===== src/rtl/spi_irq_pkg.sv =====
package spi_irq_pkg;
  localparam int unsigned N_SRC  = 7;
  localparam int unsigned ADDR_W = 8;
  localparam int unsigned DATA_W = 32;

  localparam logic [ADDR_W-1:0] OFS_STATUS = 8'h04;
  localparam logic [ADDR_W-1:0] OFS_SET    = 8'h08;
  localparam logic [ADDR_W-1:0] OFS_CLR    = 8'h0C;
  localparam logic [ADDR_W-1:0] OFS_MASK   = 8'h10;

  // bit 4: rx data present, bit 2: tx space free
  localparam logic [N_SRC-1:0] LEVEL_BITS = 7'b001_0100;

  typedef logic [N_SRC-1:0] src_vec_t;
endpackage


===== src/rtl/spi_irq_regif.sv =====
module spi_irq_regif
  import spi_irq_pkg::*;
(
  input  logic              wr_en_i,
  input  logic [ADDR_W-1:0] addr_i,
  input  logic [DATA_W-1:0] wdata_i,
  input  src_vec_t          status_i,
  input  src_vec_t          mask_i,
  output src_vec_t          w1c_o,
  output src_vec_t          w1s_mask_o,
  output src_vec_t          w1c_mask_o,
  output logic [DATA_W-1:0] rdata_o
);
  src_vec_t wbits;
  logic     unused_wdata;

  assign wbits        = wdata_i[N_SRC-1:0];
  assign unused_wdata = ^wdata_i[DATA_W-1:N_SRC];

  assign w1c_o      = (wr_en_i && addr_i == OFS_STATUS) ? wbits : '0;
  assign w1s_mask_o = (wr_en_i && addr_i == OFS_SET)    ? wbits : '0;
  assign w1c_mask_o = (wr_en_i && addr_i == OFS_CLR)    ? wbits : '0;

  always_comb begin
    rdata_o = '0;
    unique case (addr_i)
      OFS_STATUS: rdata_o[N_SRC-1:0] = status_i;
      OFS_MASK:   rdata_o[N_SRC-1:0] = mask_i;
      default:    rdata_o = '0;
    endcase
  end
endmodule


===== src/rtl/spi_irq_status.sv =====
module spi_irq_status
  import spi_irq_pkg::*;
(
  input  logic     clk_i,
  input  logic     rst_ni,
  input  src_vec_t src_i,
  input  src_vec_t w1c_i,
  output src_vec_t status_o
);
  for (genvar i = 0; i < N_SRC; i++) begin : g_bit
    if (LEVEL_BITS[i]) begin : g_level
      always_ff @(posedge clk_i or negedge rst_ni) begin
        if (!rst_ni) status_o[i] <= 1'b0;
        else         status_o[i] <= src_i[i];
      end
    end else begin : g_event
      // new event beats a same-cycle clear
      always_ff @(posedge clk_i or negedge rst_ni) begin
        if (!rst_ni)       status_o[i] <= 1'b0;
        else if (src_i[i]) status_o[i] <= 1'b1;
        else if (w1c_i[i]) status_o[i] <= 1'b0;
      end
    end
  end
endmodule


===== src/rtl/spi_irq_mask.sv =====
module spi_irq_mask
  import spi_irq_pkg::*;
(
  input  logic     clk_i,
  input  logic     rst_ni,
  input  src_vec_t set_i,
  input  src_vec_t clr_i,
  output src_vec_t mask_o
);
  always_ff @(posedge clk_i or negedge rst_ni) begin
    if (!rst_ni) mask_o <= '0;
    else         mask_o <= (mask_o | set_i) & ~clr_i;
  end
endmodule


===== src/rtl/spi_irq_unit.sv =====
module spi_irq_unit
  import spi_irq_pkg::*;
(
  input  logic              clk_i,
  input  logic              rst_ni,
  input  logic              wr_en_i,
  input  logic [ADDR_W-1:0] addr_i,
  input  logic [DATA_W-1:0] wdata_i,
  output logic [DATA_W-1:0] rdata_o,
  input  logic [N_SRC-1:0]  src_i,
  output logic              irq_o
);
  src_vec_t status_q, mask_q, w1c, w1s_mask, w1c_mask;

  spi_irq_regif u_regif (
    .wr_en_i    (wr_en_i),
    .addr_i     (addr_i),
    .wdata_i    (wdata_i),
    .status_i   (status_q),
    .mask_i     (mask_q),
    .w1c_o      (w1c),
    .w1s_mask_o (w1s_mask),
    .w1c_mask_o (w1c_mask),
    .rdata_o    (rdata_o)
  );

  spi_irq_status u_status (
    .clk_i    (clk_i),
    .rst_ni   (rst_ni),
    .src_i    (src_i),
    .w1c_i    (w1c),
    .status_o (status_q)
  );

  spi_irq_mask u_mask (
    .clk_i  (clk_i),
    .rst_ni (rst_ni),
    .set_i  (w1s_mask),
    .clr_i  (w1c_mask),
    .mask_o (mask_q)
  );

  always_ff @(posedge clk_i or negedge rst_ni) begin
    if (!rst_ni) irq_o <= 1'b0;
    else         irq_o <= |(status_q & mask_q);
  end
endmodule


===== config.mk =====
export PLATFORM = sky130hd
export DESIGN_NAME = spi_irq_unit
export DESIGN_NICKNAME = d
export VERILOG_FILES = /design/src/rtl/spi_irq_pkg.sv /design/src/rtl/spi_irq_regif.sv /design/src/rtl/spi_irq_status.sv /design/src/rtl/spi_irq_mask.sv /design/src/rtl/spi_irq_unit.sv
export SDC_FILE = /design/constraint.sdc
export NUM_CORES = 1
export LEC_CHECK = 0
export BUFFER_PORTS_ARGS = -buffer_cell sky130_fd_sc_hd__clkbuf_2
export CORE_ASPECT_RATIO = 0.7
export CORE_MARGIN = 2
export CORE_UTILIZATION = 35
export DETAILED_ROUTE_END_ITERATION = 12
export GPL_TIMING_DRIVEN = 0
export PLACE_DENSITY = 0.85
export SLEW_MARGIN = 15
export SYNTH_ARGS = -nofsm -noshare
export SYNTH_HDL_FRONTEND = slang
export SYNTH_SLANG_ARGS = --single-unit

===== constraint.sdc =====
create_clock -name clk_i -period 1 [get_ports clk_i]
set_clock_uncertainty 0.1 [all_clocks]
set_input_delay 0.05 -clock clk_i [delete_from_list [all_inputs] [get_ports clk_i]]
set_output_delay 0.05 -clock clk_i [all_outputs]
set_load 0.02 [all_outputs]

== After elaboration in Yosys (flattened, before gate mapping) ==
Index checks and enable logic that the tools add are counted.
W data, S select, Z words.

* Register bits: 15
* Input port bits: 50
* Output and inout bits: 33

* Equality and inequality tests: 4
* Multiplexer cells: 14
* Bitwise operators: 4
* Reductions and logical operators: 9

{| class="wikitable"
|+ Operators with widths
! cell !! count
|-
| $mux W7 || 3
|-
| $eq A8 B4 Y1 const B || 2
|-
| $and A7 B7 Y7 || 2
|-
| $pmux W7 S2 || 1
|-
| $mux W1 || 10
|-
| $reduce_bool A2 Y1 || 5
|-
| $eq A8 B3 Y1 const B || 1
|-
| $eq A8 B5 Y1 const B || 1
|-
| $not A7 Y7 || 1
|-
| $or A7 B7 Y7 || 1
|-
| $reduce_or A7 Y1 || 1
|-
| $logic_and A1 B1 Y1 || 3
|}

== Depth between registers and ports, before layout ==
Gate-level depths: netlist of the first run.

* Word-level depth: 5
* Depth in mapped cells: 4

== Hierarchy ==
A second synthesis of the first run with hierarchy kept.

* Cells, all modules: 137
* Area total of the unflattened synthesis: 1202.4 um^2

{| class="wikitable"
|+ By module, submodules not included
! module !! times used !! cells each !! area an instance (um^2) !! sequential area each (um^2)
|-
| spi_irq_regif || 1 || 101 || 670.6 || 0.0
|-
| spi_irq_mask || 1 || 14 || 245.2 || 175.2
|-
| spi_irq_status || 1 || 17 || 231.5 || 175.2
|-
| spi_irq_unit || 1 || 5 || 55.1 || 25.0
|}

== Worst setup path after synthesis of the first run ==
No wires, ideal clock.

* Path type: in2out
* Start point: input addr_i[5]
* End point: output rdata_o[0]
* Arrival: 0.988 ns
* Required time: 0.850 ns
* Slack: -0.138 ns
* Stages: 4
* Path buffers: 1
* Cells stage by stage: nor4_4 > buf_6 > nand2_2 > nor2_1

* Cells in the longest elaborated chain, start to end: 2
* Elaborated cells between the ends (all ways): 3

{| class="wikitable"
|+ RTL lines
! item !! RTL line !! text
|-
| start, declared || spi_irq_unit.sv:7 || <nowiki>input logic [ADDR_W-1:0] addr_i,</nowiki>
|-
| $eq A8 B5 Y1 or $eq A8 B3 Y1 (tied branches) || spi_irq_regif.sv:26 || <nowiki>unique case (addr_i)</nowiki>
|-
| $pmux W7 S2 (*) || spi_irq_regif.sv:26 ||
|-
| end, declared || spi_irq_unit.sv:9 || <nowiki>output logic [DATA_W-1:0] rdata_o,</nowiki>
|}

Mark *: on every way between the ends. The rest lies on a longest branch, timed or not.

== Final worst setup path of the first run ==
* Start point: register u_mask.mask_o[4]
* End point: output rdata_o[4]

* Cells in the longest elaborated chain, start to end: 1

{| class="wikitable"
|+ RTL lines
! item !! RTL line !! text
|-
| start, declared || spi_irq_mask.sv:8 || <nowiki>output src_vec_t mask_o</nowiki>
|-
| start signal, assigned || spi_irq_mask.sv:12 || <nowiki>else mask_o <= (mask_o | set_i) & ~clr_i;</nowiki>
|-
| $pmux W7 S2 || spi_irq_regif.sv:26 ||
|}

No other way between the ends.

==> out/summary.txt, run 1 <==
placed cells: 197
hold path depth: 4
vias in the first global route: 890
Ant. Diodes: 0
initial drt markers: 27
clk sinks: 15
prevailing post-synth register cell: dfrtp_1
async set-reset flop share out of synthesis: 100%
post-synth top area share: 37.2%
post-route minimum period: 1230 ps
root buffer cell: clkbuf_8
Avg Cell Area, Syn: 9.62 um2
Crit Path Category: reg2out
CTS tree: built
Seq/Total Area, Yosys: 37.2%
largest net degree at the start of global routing: 16
fraction of layout cells with a size suffix above 1: 50.3%
WP data arrival: 1080 ps
Cells after Synth: 105
total wire length: 2600 um
commonest cells after routing, fill and taps aside: 30 x buf_4, 27 x clkbuf_2, 25 x conb_1
die area: 3340 um2
Netlist cell types: 21
cts bufs inserted: 3
max_cap viols: 0
die width: 68.2 um
leading area contributor after synthesis: dfrtp_1
setup ws final: -232 ps
Syn. warnings: 0
initial antenna violation count: 0
I/O Buffers: 32
initial core utilization: 36.5%
Slew Limit Fails: 0
critical path data required time: 850 ps
P&R area growth vs syn: 72.6%
WL/cell: 11.7 um
number of synthesized flops with an enable pin: 0
Vert. Die Dim: 48.9 um
DR pass1 iterations: 4
Detail Route Antenna Nets: 0
pre-CTS WS: -376 ps
Remaining Overflow, GRT: 0
RSZ-0062 raised after global routing: yes
Critical Path Start Type: flip-flop
Global Route Usage Sum: 16.3%
PwrDens: 910 nW/um2
synth top area cells: dfrtp_1 37%, buf_4 19%, a22oi_1 6.7%, mux2i_1 5.9%, and4b_1 5.0%
GPL Wtd Cong: 0.795
final hold violation count: 0
crit-path max FO: 2
CP Cell Sequence: a22oi_2 > nor2_4 > buf_6
status: complete, but fails checks
worst reg-to-reg path cell count: 3
Final Non-Filler Cells: 223
top-level port count: 83
Worst path slowest cell: dfrtp_1
Clock transition at path regs: 60 ps
Leakage: 0.868 nW
via count: 986
Skew-Pair Late Insertion Delay: 250 ps
synthesized flop and latch total: 15
Worst setup EP type: primary output
Final Setup Violations: 9
first-pass GRT wire length: 4030 um
commonest non-fill, non-tap cell in the layout: buf_4
clock buffer depth: 2
DRC: 0
Hold WC Path Type: in2reg
failing checks: negative setup slack
H-tree depth: 1
placement row count: 16
core footprint: 2760 um2
maximum vdd drop: 0.811 mV
fin nets: 238
max incr delay on CP: 410 ps
max frequency: 812 MHz
mapped cell area: 1010 um2
Final period util: 123%
via/cell ratio: 4.42
Yosys cell counts, types with 2 or more instances:
| cell type | n |
|---|---|
| a22oi_1 | 9 |
| inv_1 | 6 |
| clkbuf_1 | 3 |
| buf_4 | 25 |
| and4b_1 | 5 |
| nand3_2 | 2 |
| nand3_1 | 10 |
| nor2_1 | 8 |
| dfrtp_1 | 15 |
| mux2i_1 | 6 |
| nor2b_1 | 2 |
| a21o_1 | 5 |
cell families after synthesis:
family,synth area share (%)
other,0.371
and+or+nand+nor,20.1
DFF,37.2
buffers and inverters,23.5
AOI/OAI and AO/OA,12.9
muxes,5.95
per-layer routing:
layer,vias up,wire [um],GRT usage (%)
met1,454,1100,21.0
met3,4,193,4.62
li1,486,-,-
met2,42,1280,26.5
met4,0,24,4.00
met5,-,0,0
registers in the layout (all words and copies together), names as in the netlist:
name               cells
u_status.status_o      7
irq_o                  1
u_mask.mask_o          7
where the power goes:
part | leakage [nW] | internal (mW) | switching [mW] | total, mW
sequential | 0.144 | 0.626 | 0.0170 | 0.643
combinational | 0.699 | 0.216 | 0.228 | 0.444
clock | 0.0255 | 0.276 | 0.223 | 0.499
worst max-delay path: cells and delay by family (launching register included):
family,cells,cell delay (ps)
AOI/OAI and AO/OA,1,250
DFF,1,410
buffers and inverters,1,120
and+or+nand+nor,1,40
area by class of cell:
cell class                 instances  area (um2)
sequential                        15         375
inverter                           6        22.5
multi-input combinational         78         606
buffer                            30         219
tap                               36        45.0
clock buffer                       3        41.3
timing repair buffer              54         429
clock inverter                     1        5.00
fill                             234        1020
timing repair:
item                       4_1_cts  5_1_grt
hold buffers                    15        0
setup endpoints to repair        8       11
pin swaps                        9       10
resized for setup               19       19
gates cloned                     0        0
hold endpoints to repair        29        0
setup buffers                    5        2
per-stage QoR:
step / total power [mW] / hold WS (ps) / instance area [um2] / util, % / setup TNS, ps
final: 1.59 / 111 / 1740 / 63.1 / -1660
after global routing: 1.68 / 135 / 1740 / 63.1 / -2040
after detailed placement: 0.983 / -117 / 1360 / 49.3 / -5300
after CTS: 1.57 / 108 / 1680 / 60.8 / -1660
after floorplan: 0.891 / -346 / 1160 / - / -444
after global placement: 0.979 / -123 / 1360 / 49.3 / -4980
path summary, 6_finish.rpt:
kind                                 startpoint                   end  slack (ps)
hold reg to reg            u_status.status_o[6]  u_status.status_o[6]         440
min in group asynchronous                rst_ni  u_status.status_o[2]         150
setup reg to reg               u_mask.mask_o[4]                 irq_o        -200
hold / removal                        addr_i[0]  u_status.status_o[6]         110
max in group asynchronous                rst_ni      u_mask.mask_o[0]         390
setup / recovery               u_mask.mask_o[4]            rdata_o[4]        -230
Note: power is estimated with default switching activity, not from simulation.
==> run 2: changes to the inputs <==
--- a/config.mk
+++ b/config.mk
@@ -7,2 +7,3 @@
 export LEC_CHECK = 0
+export ABC_CLOCK_PERIOD_IN_PS = 1000
 export BUFFER_PORTS_ARGS = -buffer_cell sky130_fd_sc_hd__clkbuf_2
==> constraint.sdc (replaced) <==
create_clock -name clk_i -period 1 [get_ports clk_i]
set_clock_uncertainty 0.1 [all_clocks]
set_input_delay 0.25 -clock clk_i [delete_from_list [all_inputs] [get_ports clk_i]]
set_output_delay 0.25 -clock clk_i [all_outputs]
set_load 0.02 [all_outputs]
==> run 2 against run 1 <==
Effect of this change:
- the flow still finishes with violations (negative setup slack)
- non-clock buffer count shrank 16
- core utilization shrank 3.8 points
- setup slack lost 280 ps
- combinational power shrank 14%
- clock power shrank 3%
- critical path type is now in2out
- largest power group unchanged
- highest routed layer is now met3
==> out/summary.txt, run 2 (synthesized netlist as in run 1, its figures left out) <==
placement row count: 16
dpl cell area: 1380 um2
critical path data required time: 650 ps
GPL Wtd Cong: 0.776
Global Route Usage Sum: 14.4%
Crit Path Category: in2out
root buffer cell: clkbuf_8
RSZ-0062 raised after global routing: yes
most used cell, CP: buf_6
initial antenna violation count: 0
Clock transition at path regs: 60 ps
top flop regs: u_mask.mask_o: 7 flops, u_status.status_o: 7 flops, irq_o: 1 flops
CP Cell Sequence: buf_6 > nor4_4 > buf_6 > nand2_8 > nor2_4 > buf_8
design area: 1640 um2
commonest cells after routing, fill and taps aside: 27 x buf_4, 25 x conb_1, 24 x clkbuf_2
Final Non-Filler Cells: 207
clk sinks: 15
status: complete, but fails checks
placed cells: 197
DP Wirelength: 1770 um
clock buffer depth: 2
Worst setup EP type: primary output
Ant. Diodes: 0
via/cell ratio: 4.34
max incr delay on CP: 290 ps
Final Setup Violations: 17
Final period util: 152%
Hold WC Path Type: in2reg
fin nets: 222
via count: 899
Remaining Overflow, GRT: 0
max frequency: 660 MHz
cts bufs inserted: 3
WL/cell: 11.1 um
Final Power: 1.51 mW
I/O Buffers: 32
P&R area growth vs syn: 62.1%
Vert. Die Dim: 48.9 um
die area: 3340 um2
post-route minimum period: 1520 ps
setup ws final: -515 ps
total wire length: 2290 um
Detail Route Antenna Nets: 0
top-level port count: 83
Worst path slowest cell: nor4_4
H-tree depth: 1
fraction of layout cells with a size suffix above 1: 55.0%
largest net degree at the start of global routing: 16
core footprint: 2760 um2
Leakage: 0.815 nW
die width: 68.2 um
initial core utilization: 36.5%
Slew Limit Fails: 0
WP data arrival: 1170 ps
Hold WS: 3.99 ps
CTS tree: built
PwrDens: 924 nW/um2
pre-CTS WS: -729 ps
initial drt markers: 19
reg2reg setup slack: -70 ps
post-route core utilization: 59.2%
Skew-Pair Late Insertion Delay: 250 ps
maximum vdd drop: 0.957 mV
DRC: 0
crit-path max FO: 7
first-pass GRT wire length: 3680 um
commonest non-fill, non-tap cell in the layout: buf_4
failing checks: negative setup slack
DR pass1 iterations: 4
Critical Path Start Type: primary input
max_cap viols: 0
final hold violation count: 0
setup TNS: -5370 ps
vias in the first global route: 848
-- run 2: changes by cell type in the layout (fill, tap and decap cells not counted), sizes merged --
cell,change
buf,-2
clkbuf,-1
dlygate4sd3,-13
-- run 2: worst paths after layout --
kind	startpoint	endpoint	cells after the start
hold reg to reg	u_status.status_o[5]	u_status.status_o[5]	1
setup / recovery	addr_i[1]	rdata_o[4]	6
max in group asynchronous	rst_ni	u_mask.mask_o[6]	2
hold / removal	src_i[4]	u_status.status_o[4]	1
setup reg to reg	u_mask.mask_o[4]	irq_o	2
min in group asynchronous	rst_ni	u_status.status_o[5]	2
-- run 2: area by class of cell --
cell class | count | area, um2
Inverter | 6 | 22.5
Clock buffer | 3 | 41.3
Sequential cell | 15 | 375
Multi-Input combinational cell | 78 | 611
Clock inverter | 1 | 5.00
Buffer | 30 | 228
Timing Repair Buffer | 38 | 309
Fill cell | 256 | 1130
Tap cell | 36 | 45.0
-- run 2: layer usage --
layer  GRT usage [%]  up-vias  wire length [um]
li1                -      452                 -
met1            18.9      405               947
met2            22.8       42              1130
met3            5.08        0               210
met4            3.00        0                 0
met5               0        -                 0
-- run 2: timing repair --
action                                  4_1_cts  5_1_grt
gates cloned                                  0        1
pin swaps                                     6        3
endpoints found under the setup margin       21       21
hold buffers                                  1        1
hold endpoints to repair                     15        1
setup buffers                                 2        1
resized for setup                            30       16
-- run 2: power breakdown --
group	internal (mW)	switching [mW]	leakage, nW
registers	0.626	0.0188	0.144
clock network	0.276	0.210	0.0255
logic	0.172	0.209	0.646
total	1.07	0.438	0.815
-- run 2: worst max-delay path: cells and delay by family --
kind,cells,cell delay (ps)
buffers and inverters,3,370
AND/OR/NAND/NOR,3,530
==> run 3: changes to the inputs <==
Settings changed: CORE_UTILIZATION 35 to 36, CTS_BUF_LIST set to sky130_fd_sc_hd__clkbuf_8, PLACE_DENSITY 0.85 to 0.87.
==> run 3 against run 2 <==
Effect of this change:
- the flow still finishes with violations (negative setup slack)
- power rose by 2.2%
- register-to-register slack got worse by 50 ps
- sequential share of layout area fell by 0.85 points
- largest cell class unchanged
==> out/summary.txt, run 3 (synthesized netlist as in run 1, its figures left out) <==
setup ws final: -534 ps
P&R area growth vs syn: 68.9%
core footprint: 2720 um2
failing checks: negative setup slack
clock buffer depth: 2
initial antenna violation count: 0
sw power: 0.459 mW
commonest non-fill, non-tap cell in the layout: buf_4
critical path data required time: 650 ps
top flop regs: u_mask.mask_o: 7 flops, u_status.status_o: 7 flops, irq_o: 1 flops
maximum vdd drop: 0.636 mV
Final Setup Violations: 21
first-pass GRT wire length: 3700 um
die area: 3250 um2
DRC: 0
Detail Route Antenna Nets: 0
status: complete, but fails checks
WL/cell: 11.9 um
Global Route Usage Sum: 14.9%
placement row count: 16
Final period util: 153%
DP Wirelength: 1800 um
Final Power: 1.55 mW
via count: 960
top-level port count: 83
commonest cells after routing, fill and taps aside: 28 x buf_4, 25 x conb_1, 24 x clkbuf_2
I/O Buffers: 32
Worst setup EP type: primary output
WP data arrival: 1180 ps
setup TNS: -5930 ps
PwrDens: 906 nW/um2
post-route minimum period: 1530 ps
Skew-Pair Late Insertion Delay: 250 ps
max frequency: 652 MHz
die width: 67.3 um
root buffer cell: clkbuf_8
initial drt markers: 13
Flop pwr share: 41.7%
Clock Power Share: 31.9%
worst reg-to-reg path cell count: 2
fraction of layout cells with a size suffix above 1: 57.2%
GPL Wtd Cong: 0.765
crit-path max FO: 7
Leakage: 0.826 nW
final hold violation count: 0
Critical Path Start Type: primary input
RSZ-0062 raised after global routing: yes
largest net degree at the start of global routing: 16
CTS tree: built
Net Sw Frac: 29.7%
Slew Limit Fails: 0
Vert. Die Dim: 48.3 um
hold path depth: 1
Ant. Diodes: 0
vias in the first global route: 810
reg2reg setup slack: -120 ps
power share of the combinational group: 26.3%
DR pass1 iterations: 5
Clock transition at path regs: 60 ps
max_cap viols: 0
Crit Path Category: in2out
via/cell ratio: 4.59
Remaining Overflow, GRT: 0
cts bufs inserted: 3
P_int: 1.09 mW
fin nets: 224
Hold WS: 9.20 ps
clk sinks: 15
Hold WC Path Type: in2reg
initial core utilization: 37.1%
total wire length: 2480 um
H-tree depth: 1
-- run 3: through the flow --
stage / instance area (um2) / util (%) / cells / setup WS (ps)
2_1_floorplan: 1170 / - / 129 / -417
3_3_place_gp: 1380 / 50.6 / 197 / -694
3_5_place_dp: 1380 / 50.6 / 197 / -715
4_1_cts: 1590 / 58.5 / 205 / -529
5_1_grt: 1710 / 62.6 / 209 / -571
6_report: 1710 / 62.6 / 209 / -534
-- run 3: final cells by class --
class	instances	area, um2
Multi-Input combinational cell	78	656
Inverter	6	22.5
Timing Repair Buffer	40	328
Buffer	30	231
Sequential cell	15	377
Clock inverter	1	5.00
Tap cell	36	45.0
Clock buffer	3	41.3
Fill cell	247	1020
-- run 3: worst max-delay path, stage by stage --
cell     delay [ps]
buf_6            90
nor4_4          300
buf_6           160
nand2_8         100
nor2_4          160
buf_8           120
-- run 3: routing by layer --
layer / vias to the layer above / part of all wire [%] / wire (um) / global-route usage (%)
met5: - / 0 / 0 / 0
met1: 444 / 44 / 1090 / 21.5
li1: 462 / - / - / -
met4: 0 / 0.12 / 3 / 1.02
met3: 2 / 7.8 / 194 / 4.19
met2: 52 / 48 / 1190 / 23.3
-- run 3: worst paths after layout --
kind                                        endpoint                 start
worst min register to register  u_status.status_o[3]  u_status.status_o[3]
worst max register to register                 irq_o      u_mask.mask_o[4]
worst min-delay path            u_status.status_o[4]              src_i[4]
max in group asynchronous           u_mask.mask_o[4]                rst_ni
min in group asynchronous           u_mask.mask_o[6]                rst_ni
worst max-delay path                      rdata_o[1]             addr_i[1]
-- run 3: repair_timing --
item,CTS,global route
resized for setup,30,23
gates cloned,0,1
hold buffers,2,0
hold endpoints to repair,16,0
setup endpoints to repair,21,21
setup buffers,2,4
pin swaps,6,8
-- run 3: power groups by stage --
stage               Combinational [mW]  Clock, mW  Sequential [mW]
floorplan                        0.247          0            0.648
global route                     0.441      0.537            0.646
finish                           0.407      0.493            0.645
CTS                              0.370      0.503            0.644
global placement                 0.331          0            0.651
detailed placement               0.335          0            0.652
